$ cat config.mk
export PLATFORM = sky130hd
export DESIGN_NAME = spi_addr_slave
export DESIGN_NICKNAME = d
export VERILOG_FILES = /design/src/rtl/spi_addr_slave_pkg.sv /design/src/rtl/spi_addr_slave_sync.sv /design/src/rtl/spi_addr_slave_dp.sv /design/src/rtl/spi_addr_slave_ctrl.sv /design/src/rtl/spi_addr_slave.sv
export SDC_FILE = /design/constraint.sdc
export NUM_CORES = 1
export LEC_CHECK = 0
export ABC_AREA = 1
export BUFFER_PORTS_ARGS = -buffer_cell sky130_fd_sc_hd__clkbuf_2
export CORE_MARGIN = 2
export CORE_UTILIZATION = 49
export DETAILED_ROUTE_END_ITERATION = 10
export PLACE_DENSITY = 0.75
export SYNTH_ARGS = -nofsm -noshare
export SYNTH_HDL_FRONTEND = slang
export SYNTH_SLANG_ARGS = --single-unit
$ cat constraint.sdc
create_clock -name clk -period 1.15 [get_ports clk]
set_input_delay 0.345 -clock clk [delete_from_list [all_inputs] [get_ports clk]]
set_output_delay 0.345 -clock clk [all_outputs]
set_load 0.05 [all_outputs]
$ cat src/rtl/spi_addr_slave_pkg.sv
package spi_addr_slave_pkg;

  typedef enum logic [2:0] {
    ST_IDLE,
    ST_OPCODE,
    ST_REGADDR,
    ST_DATA,
    ST_IGNORE
  } frameState_t;

  // control -> datapath
  typedef struct packed {
    logic loadTx;    // capture read data into the transmit shifter
    logic txEnable;  // allow transmit shifting on falling SCK
  } dpCtrl_t;

  // datapath -> control
  typedef struct packed {
    logic csActive;  // synchronized chip select asserted
    logic byteDone;  // one-cycle pulse, rxByte holds a fresh byte
  } dpStatus_t;

endpackage

$ cat src/rtl/spi_addr_slave_sync.sv
module spi_addr_slave_sync #(
  parameter int   STAGES    = 2,
  parameter logic RESET_VAL = 1'b0
) (
  input  logic clk,
  input  logic rstN,
  input  logic din,
  output logic dout
);

  logic [STAGES-1:0] chain;

  always_ff @(posedge clk or negedge rstN) begin
    if (!rstN) begin
      chain <= {STAGES{RESET_VAL}};
    end else begin
      chain[0] <= din;
      for (int i = 1; i < STAGES; i++) begin
        chain[i] <= chain[i-1];
      end
    end
  end

  assign dout = chain[STAGES-1];

endmodule

$ cat src/rtl/spi_addr_slave_dp.sv
module spi_addr_slave_dp
  import spi_addr_slave_pkg::*;
#(
  parameter int SYNC_STAGES = 2,
  parameter int BYTE_W      = 8
) (
  input  logic              clk,
  input  logic              rstN,
  input  logic              spiCsN,
  input  logic              spiSck,
  input  logic              spiMosi,
  input  dpCtrl_t           dpCtrl,
  input  logic [BYTE_W-1:0] rdData,
  output dpStatus_t         dpStatus,
  output logic [BYTE_W-1:0] rxByte,
  output logic              spiMiso
);

  localparam int CNT_W = (BYTE_W > 2) ? $clog2(BYTE_W) : 1;
  localparam logic [CNT_W-1:0] LAST_BIT = CNT_W'(BYTE_W - 1);

  logic csS, sckS, mosiS;
  logic sckPrev;
  logic sckRise, sckFall;
  logic csActive;
  logic [CNT_W-1:0]  bitCnt;
  logic [BYTE_W-1:0] rxShift;
  logic [BYTE_W-1:0] txShift;
  logic              misoReg;
  logic              byteDone;

  spi_addr_slave_sync #(.STAGES(SYNC_STAGES), .RESET_VAL(1'b1)) uCsSync (
    .clk(clk), .rstN(rstN), .din(spiCsN), .dout(csS)
  );
  spi_addr_slave_sync #(.STAGES(SYNC_STAGES), .RESET_VAL(1'b0)) uSckSync (
    .clk(clk), .rstN(rstN), .din(spiSck), .dout(sckS)
  );
  spi_addr_slave_sync #(.STAGES(SYNC_STAGES), .RESET_VAL(1'b0)) uMosiSync (
    .clk(clk), .rstN(rstN), .din(spiMosi), .dout(mosiS)
  );

  assign csActive = ~csS;
  assign sckRise  = sckS & ~sckPrev;
  assign sckFall  = ~sckS & sckPrev;

  // receive path: bit counter, shifter, byte hand-off
  always_ff @(posedge clk or negedge rstN) begin
    if (!rstN) begin
      sckPrev  <= 1'b0;
      bitCnt   <= '0;
      rxShift  <= '0;
      rxByte   <= '0;
      byteDone <= 1'b0;
    end else begin
      sckPrev  <= sckS;
      byteDone <= 1'b0;
      if (!csActive) begin
        bitCnt  <= '0;
        rxShift <= '0;
      end else if (sckRise) begin
        rxShift <= {rxShift[BYTE_W-2:0], mosiS};
        if (bitCnt == LAST_BIT) begin
          bitCnt   <= '0;
          rxByte   <= {rxShift[BYTE_W-2:0], mosiS};
          byteDone <= 1'b1;
        end else begin
          bitCnt <= bitCnt + 1'b1;
        end
      end
    end
  end

  // transmit path: load on fetch, present one bit per falling edge
  always_ff @(posedge clk or negedge rstN) begin
    if (!rstN) begin
      txShift <= '0;
      misoReg <= 1'b0;
    end else if (dpCtrl.loadTx) begin
      txShift <= rdData;
    end else if (dpCtrl.txEnable && csActive && sckFall) begin
      misoReg <= txShift[BYTE_W-1];
      txShift <= {txShift[BYTE_W-2:0], 1'b0};
    end
  end

  assign spiMiso           = misoReg;
  assign dpStatus.csActive = csActive;
  assign dpStatus.byteDone = byteDone;

endmodule

$ cat src/rtl/spi_addr_slave_ctrl.sv
module spi_addr_slave_ctrl
  import spi_addr_slave_pkg::*;
#(
  parameter int              BYTE_W     = 8,
  parameter int              DEV_ADDR_W = 3,
  parameter int              TAG_W      = 4,
  parameter logic [TAG_W-1:0] OPCODE_TAG = 4'b0100
) (
  input  logic                  clk,
  input  logic                  rstN,
  input  logic [DEV_ADDR_W-1:0] devAddr,
  input  dpStatus_t             dpStatus,
  input  logic [BYTE_W-1:0]     rxByte,
  output dpCtrl_t               dpCtrl,
  output logic                  regAddrLoad,
  output logic                  wrStrobe,
  output logic                  rdStrobe,
  output logic                  misoOe
);

  frameState_t state;
  logic        isRead;
  logic        fetchPend;
  logic        tagOk, addrOk, opMatch;

  assign tagOk   = (rxByte[BYTE_W-1 -: TAG_W] == OPCODE_TAG);
  assign addrOk  = (rxByte[DEV_ADDR_W:1] == devAddr);
  assign opMatch = tagOk & addrOk;

  always_ff @(posedge clk or negedge rstN) begin
    if (!rstN) begin
      state       <= ST_IDLE;
      isRead      <= 1'b0;
      fetchPend   <= 1'b0;
      regAddrLoad <= 1'b0;
      wrStrobe    <= 1'b0;
      rdStrobe    <= 1'b0;
      misoOe      <= 1'b0;
    end else begin
      regAddrLoad <= 1'b0;
      wrStrobe    <= 1'b0;
      rdStrobe    <= 1'b0;
      if (!dpStatus.csActive) begin
        state     <= ST_IDLE;
        isRead    <= 1'b0;
        fetchPend <= 1'b0;
        misoOe    <= 1'b0;
      end else begin
        rdStrobe  <= fetchPend;
        fetchPend <= 1'b0;
        case (state)
          ST_IDLE, ST_OPCODE: begin
            state <= ST_OPCODE;
            if (dpStatus.byteDone) begin
              if (opMatch) begin
                isRead <= rxByte[0];
                state  <= ST_REGADDR;
              end else begin
                state <= ST_IGNORE;
              end
            end
          end
          ST_REGADDR: begin
            if (dpStatus.byteDone) begin
              regAddrLoad <= 1'b1;
              misoOe      <= isRead;
              fetchPend   <= isRead;
              state       <= ST_DATA;
            end
          end
          ST_DATA: begin
            if (dpStatus.byteDone) begin
              if (isRead) rdStrobe <= 1'b1;
              else        wrStrobe <= 1'b1;
            end
          end
          default: state <= ST_IGNORE;
        endcase
      end
    end
  end

  assign dpCtrl.loadTx   = rdStrobe;
  assign dpCtrl.txEnable = misoOe;

endmodule

$ cat src/rtl/spi_addr_slave.sv
module spi_addr_slave
  import spi_addr_slave_pkg::*;
#(
  parameter int               SYNC_STAGES = 2,
  parameter int               BYTE_W      = 8,
  parameter int               DEV_ADDR_W  = 3,
  parameter int               TAG_W       = 4,
  parameter logic [TAG_W-1:0] OPCODE_TAG  = 4'b0100
) (
  input  logic                  clk,
  input  logic                  rstN,
  input  logic [DEV_ADDR_W-1:0] devAddr,
  input  logic                  spiCsN,
  input  logic                  spiSck,
  input  logic                  spiMosi,
  output logic                  spiMiso,
  output logic                  spiMisoOe,
  output logic                  regAddrLoad,
  output logic [BYTE_W-1:0]     regAddr,
  output logic                  wrStrobe,
  output logic [BYTE_W-1:0]     wrData,
  output logic                  rdStrobe,
  input  logic [BYTE_W-1:0]     rdData
);

  dpCtrl_t           dpCtrl;
  dpStatus_t         dpStatus;
  logic [BYTE_W-1:0] rxByte;

  spi_addr_slave_dp #(
    .SYNC_STAGES(SYNC_STAGES),
    .BYTE_W     (BYTE_W)
  ) uDp (
    .clk     (clk),
    .rstN    (rstN),
    .spiCsN  (spiCsN),
    .spiSck  (spiSck),
    .spiMosi (spiMosi),
    .dpCtrl  (dpCtrl),
    .rdData  (rdData),
    .dpStatus(dpStatus),
    .rxByte  (rxByte),
    .spiMiso (spiMiso)
  );

  spi_addr_slave_ctrl #(
    .BYTE_W    (BYTE_W),
    .DEV_ADDR_W(DEV_ADDR_W),
    .TAG_W     (TAG_W),
    .OPCODE_TAG(OPCODE_TAG)
  ) uCtrl (
    .clk        (clk),
    .rstN       (rstN),
    .devAddr    (devAddr),
    .dpStatus   (dpStatus),
    .rxByte     (rxByte),
    .dpCtrl     (dpCtrl),
    .regAddrLoad(regAddrLoad),
    .wrStrobe   (wrStrobe),
    .rdStrobe   (rdStrobe),
    .misoOe     (spiMisoOe)
  );

  assign regAddr = rxByte;
  assign wrData  = rxByte;

endmodule

==> flow_summary.ini, run 1 <==
[drt]
wl_mm = 3.81
wl_per_cell_microns = 12.8
viasPerCell = 4.99
drtIter0Drc = 95
first_pass_iters = 4
ant_nets = 0
drc_errors = 0
vias = 1483

[synth]
syn_area_sq_um = 1910
yosysWarningCount = 0
ys_top_cells_by_count = nand2_1, dfrtp_1, inv_1, nand3_1, buf_4
yosysMostFrequentCell = nand2_1
yosys-top-cells-area = dfrtp_1, nand2_1, inv_1
async_flop_share = 1.00
syn_area_per_cell_sq_um = 9.84
synth-edff-count = 0
yosysSeqAreaShare = 0.578
synthCells = 194
ys_ff_latch = 44
ys_types = 27
synth_top_area_share = 0.551
syn_nets = 212
yosysTopAreaCell = dfrtp_1
ys.flop_type = dfrtp_1

[place]
gp_congestion = 0.916
hpwlAfterDp_mm = 2.35
port_buffers = 36
placed_cells = 279
pre_cts_ws_ns = -0.0602
placed_area_sq_um = 2210

[worst_setup_path]
start_kind = flop
critPathBufInv = 1
critPathMaxFanout = 4
slowest_stage = dfrtp_2
reg2reg_from = uDp.bitCnt[0]
cp_cell_sequence = buf_8
worstPathArrival_ns = 0.94
r2r_end = uDp.rxByte[7]
criticalPathCategory = reg2out
ff2ff_setup_slack_ns = -0.06
critical-path-top-delay-family = flip-flops
crit_path_end_kind = output pin
path_depth = 1
r2r_cells = 7
max_stage_delay_ns = 0.47
critPathRequiredTime_ns = 0.81

[finish]
drive_gt1_frac = 0.522
final_cell_area_sq_um = 2750
nets = 266
final_util = 0.739
n_antenna_cell = 0
area_delta_synth_final_pct = 43.9
final_cells = 297

[clock_network]
htreeDepth = 2
clock-root-buffer = clkbuf_8
cts.sinks = 44
max-clock-path-buffers = 2
cts_tree = built
numCtsBuffers = 5
clock_latency_ns = 0.30
path_clk_slew_ns = 0.08
cts_hold_buf = 0

[pwr]
power_density_nw_per_um2 = 976
p_clk_frac = 0.352
sw_frac_of_total = 0.233
seq_power_share = 0.592
p_int_mw = 2.06
power.total_mw = 2.68
switchingPower_mw = 0.624
ir_drop_mv = 0.848
comb_power_share = 0.057
leakagePower_nw = 1.35

[status]
violations = setup timing
status = complete, but fails checks

[sta]
relSlewSlack = 0.801
fin_crit_sh = 1.11
min_period_ns = 1.28
rsz0062_at_grt = true
max_freq_mhz = 780
slew_violations = 0
worstMarginPinSlew_ns = 0.297
holdWs_ns = 0.00963
tns_ns = -2.58
setup_viol = 32
worst_slack_ns = -0.132
finalHoldViolCount = 0
finClkSkew_ns = 0.0126

[global_route]
grt_pass1_wl_mm = 6.00
antenna_found_initial = 0
grt_pass1_vias = 1365
grt_start_max_net_pins = 45
overflow = 0
grt.total_usage = 0.185

[floorplanning]
dieArea_sq_um = 4410
die_h_microns = 66.4
die_w_microns = 66.4
io_pins = 37
core_area_sq_um = 3720
rows = 22
initial_utilization = 0.513

[hold_path]
hold_path_class = in2async

[flow_run]
maxCapViolCount = 0
-- placed cells by master (no fill, tap or decap), types with 3 or more instances in the layout --
cell / synthesis / final
dfrtp_2: 0 / 10
buf_8: 1 / 21
inv_2: 1 / 5
buf_4: 9 / 14
a22o_1: 3 / 3
nand3_2: 0 / 10
nor2_4: 2 / 6
inv_1: 24 / 18
nor3_1: 4 / 3
nand2_1: 54 / 47
dfrtp_1: 42 / 32
a22oi_2: 0 / 7
o21ai_2: 5 / 5
nand3_1: 16 / 6
buf_6: 0 / 4
clkbuf_2: 0 / 15
nand2_2: 1 / 8
clkbuf_8: 0 / 6
-- area by class of cell --
| cell class | count | area [sq um] |
|---|---|---|
| Inverter | 26 | 109 |
| Clock buffer | 6 | 72.6 |
| Multi-Input combinational cell | 114 | 782 |
| Fill cell | 234 | 970 |
| Clock inverter | 2 | 12.5 |
| Timing Repair Buffer | 57 | 594 |
| Sequential cell | 44 | 1120 |
| Tap cell | 48 | 60.1 |
-- how the worst max path moves through the flow --
stage | from | to
5_1_grt | uDp.rxByte[4] | regAddr[4]
6_report | uDp.rxByte[7] | regAddr[7]
4_1_cts | uDp.rxByte[0] | regAddr[0]
3_5_place_dp | uDp.bitCnt[0] | uDp.rxByte[0]
2_1_floorplan | uCtrl.misoOe | uDp.spiMiso
3_3_place_gp | uDp.bitCnt[1] | uDp.rxByte[1]
-- timing repair --
item                       in CTS  in global routing
setup endpoints to repair      37                 52
pin swaps                       3                 12
resized for setup              48                 57
setup buffers                   6                  5
hold endpoints to repair        0                  0
-- routing by layer --
metal / part of all wire / vias up / GRT usage
met2: 0.50 / 41 / 0.289
met1: 0.44 / 711 / 0.238
met3: 0.039 / 5 / 0.0477
li1: - / 726 / -
met5: 0 / - / 0
met4: 0.018 / 0 / 0.0944
-- state kept, by name, summed over array words and instances, names as in the netlist, 2 cells and up --
signal               count
uDp.txShift              8
uDp.bitCnt               3
uDp.rxByte               8
uDp.rxShift              7
uDp.uSckSync.chain       2
uDp.uCsSync.chain        2
uDp.uMosiSync.chain      2
uCtrl.state              3
-- power groups by stage --
| stage | registers, mW | clock network (mW) | logic, mW |
|---|---|---|---|
| after floorplan | 1.61 | 0 | 0.0429 |
| after global placement | 1.61 | 0 | 0.130 |
| after detailed placement | 1.61 | 0 | 0.132 |
| after CTS | 1.58 | 0.957 | 0.133 |
| after global routing | 1.59 | 1.03 | 0.170 |
| final | 1.59 | 0.943 | 0.152 |
-- cell families after synthesis --
| kind of cell | share of synthesized area |
|---|---|
| DFF | 0.578 |
| buffers and inverters | 0.0957 |
| AOI/OAI and AO/OA | 0.0911 |
| adders and majority gates | 0.0131 |
| and+or+nand+nor | 0.222 |
Power figures use the tool's default switching activity.
==> inputs of run 2 (changes only) <==
--- a/config.mk
+++ b/config.mk
@@ -7,10 +7,12 @@
 export LEC_CHECK = 0
 export ABC_AREA = 1
 export BUFFER_PORTS_ARGS = -buffer_cell sky130_fd_sc_hd__clkbuf_2
+export CELL_PAD_IN_SITES_DETAIL_PLACEMENT = 0
+export CELL_PAD_IN_SITES_GLOBAL_PLACEMENT = 1
 export CORE_MARGIN = 2
-export CORE_UTILIZATION = 49
+export CORE_UTILIZATION = 37
 export DETAILED_ROUTE_END_ITERATION = 10
-export PLACE_DENSITY = 0.75
+export PLACE_DENSITY_LB_ADDON = 0.1
 export SYNTH_ARGS = -nofsm -noshare
 export SYNTH_HDL_FRONTEND = slang
 export SYNTH_SLANG_ARGS = --single-unit
==> run 2 against run 1 <==
Effect of this change: the run still ends with setup timing left; via count rose by 0.40%; cell count rose by 7.4%; worst setup slack improved by 0.018 ns; utilization fell by 19 points; die area rose by 30%; critical path type unchanged; clock-buffer cell count rose by 1; global-route usage fell by 3.3 points; clock skew fell by 0.0031 ns; largest cell class unchanged; sequential power barely moved; clock power rose by 6%; highest routed layer unchanged; final area rose by 0.68%; power rose by 2.5%.
==> flow_summary.ini, run 2 (same netlist as run 1, synthesis figures left out) <==
[status]
status = complete, but fails checks
violations = setup timing

[worst_setup_path]
critical-path-top-delay-family = flip-flops
r2r_end = uDp.rxByte[6]
cp_cell_sequence = clkbuf_8
reg2reg_from = uDp.bitCnt[1]
start_kind = flop
path_depth = 1
criticalPathCategory = reg2out
slowest_stage = dfrtp_2
crit_path_end_kind = output pin
worstPathArrival_ns = 0.92
max_stage_delay_ns = 0.44
ff2ff_setup_slack_ns = -0.09
critPathRequiredTime_ns = 0.81
critPathBufInv = 1
r2r_cells = 7
critPathMaxFanout = 4

[clock_network]
numCtsBuffers = 5
htreeDepth = 2
clock-root-buffer = clkbuf_8
max-clock-path-buffers = 2
cts_tree = built
clock_latency_ns = 0.29
cts.sinks = 44
path_clk_slew_ns = 0.08

[sta]
finalHoldViolCount = 0
rsz0062_at_grt = true
worst_slack_ns = -0.114
relSlewSlack = 0.819
max_freq_mhz = 791
min_period_ns = 1.26
setup_viol = 33
fin_crit_sh = 1.10
finClkSkew_ns = 0.00946
slew_violations = 0
worstMarginPinSlew_ns = 0.272

[drt]
ant_nets = 0
drc_errors = 0
drtIter0Drc = 87
first_pass_iters = 4
viasPerCell = 4.67
vias = 1489
wl_mm = 4.02
wl_per_cell_microns = 12.6

[floorplanning]
dieArea_sq_um = 5750
initial_utilization = 0.378
core_area_sq_um = 5040
rows = 26
die_w_microns = 75.8
die_h_microns = 75.8
io_pins = 37

[finish]
final_cell_area_sq_um = 2770
largestRegisters = uDp.rxByte (8), uDp.txShift (8), uDp.rxShift (7)
layout_commonest_cell = nand2_1
n_antenna_cell = 0
nets = 266
final_cell_mix = nand2_1, dfrtp_1, inv_1
final_util = 0.548
drive_gt1_frac = 0.498
area_delta_synth_final_pct = 44.9

[global_route]
overflow = 0
antenna_found_initial = 0
grt_pass1_wl_mm = 6.42
grt.total_usage = 0.152
grt_start_max_net_pins = 20
grt_pass1_vias = 1454

[place]
placed_area_sq_um = 2260
port_buffers = 36
pre_cts_ws_ns = -0.0993
gp_congestion = 0.791
hpwlAfterDp_mm = 2.74

[pwr]
leakagePower_nw = 1.32
power.total_mw = 2.75
power_density_nw_per_um2 = 994
ir_drop_mv = 0.778

[hold_path]
hold_depth = 1
min_to = uDp.uCsSync.chain[0]
hold_path_class = in2reg
hp-start = spiCsN

[flow_run]
maxCapViolCount = 0
run 2: cell count changes in the layout (fill, tap and decap cells not counted), moves of 2 or more:
cell / delta
buf_6: +5
clkbuf_8: +6
buf_4: -6
nor2_4: -2
nand3_2: -3
buf_8: -7
nor2_1: +3
inv_1: -2
inv_4: +2
nand3_1: +3
run 2: cell type report:
type	count	area, sq um
Clock inverter	1	7.51
Inverter	26	109
Clock buffer	7	86.3
Timing Repair Buffer	56	599
Tap cell	70	87.6
Sequential cell	44	1120
Multi-Input combinational cell	115	759
Fill cell	455	2280
run 2: how the worst max path moves through the flow:
stage | from | end | slack [ns]
floorplan | uCtrl.misoOe | uDp.spiMiso | -0.03
global placement | uDp.bitCnt[1] | uDp.rxByte[4] | -0.06
detailed placement | uDp.bitCnt[1] | uDp.rxByte[6] | -0.1
CTS | uDp.rxByte[3] | wrData[3] | -0.13
global route | uDp.bitCnt[1] | uDp.rxByte[7] | -0.15
finish | uDp.rxByte[5] | wrData[5] | -0.11
run 2: through the flow:
stage,cells,hold WS (ns),setup TNS (ns)
after floorplan,194,0.0494,-0.0606
after global placement,302,0.228,-0.446
after detailed placement,302,0.231,-0.889
after CTS,318,0.115,-3.03
after global routing,319,0.106,-4.49
final,319,0.128,-2.56
run 2: layer usage:
layer | part of all wire | routed length, microns | track usage | up-vias
met4 | 0.0055 | 22 | 0.0585 | 0
li1 | - | - | - | 722
met5 | 0 | 0 | 0 | -
met1 | 0.44 | 1780 | 0.188 | 723
met2 | 0.51 | 2060 | 0.247 | 42
met3 | 0.040 | 162 | 0.0476 | 2
run 2: timing repair:
item,in CTS,in global routing
hold buffers,1,0
endpoints found under the setup margin,40,52
endpoints found under the hold margin,6,0
gates cloned,1,0
gates resized for setup,58,36
buffers inserted,6,1
pin swaps,9,9
run 2: report_power, final:
part,switching (mW),internal (mW)
logic,0.0927,0.0703
clock network,0.511,0.488
registers,0.0157,1.57
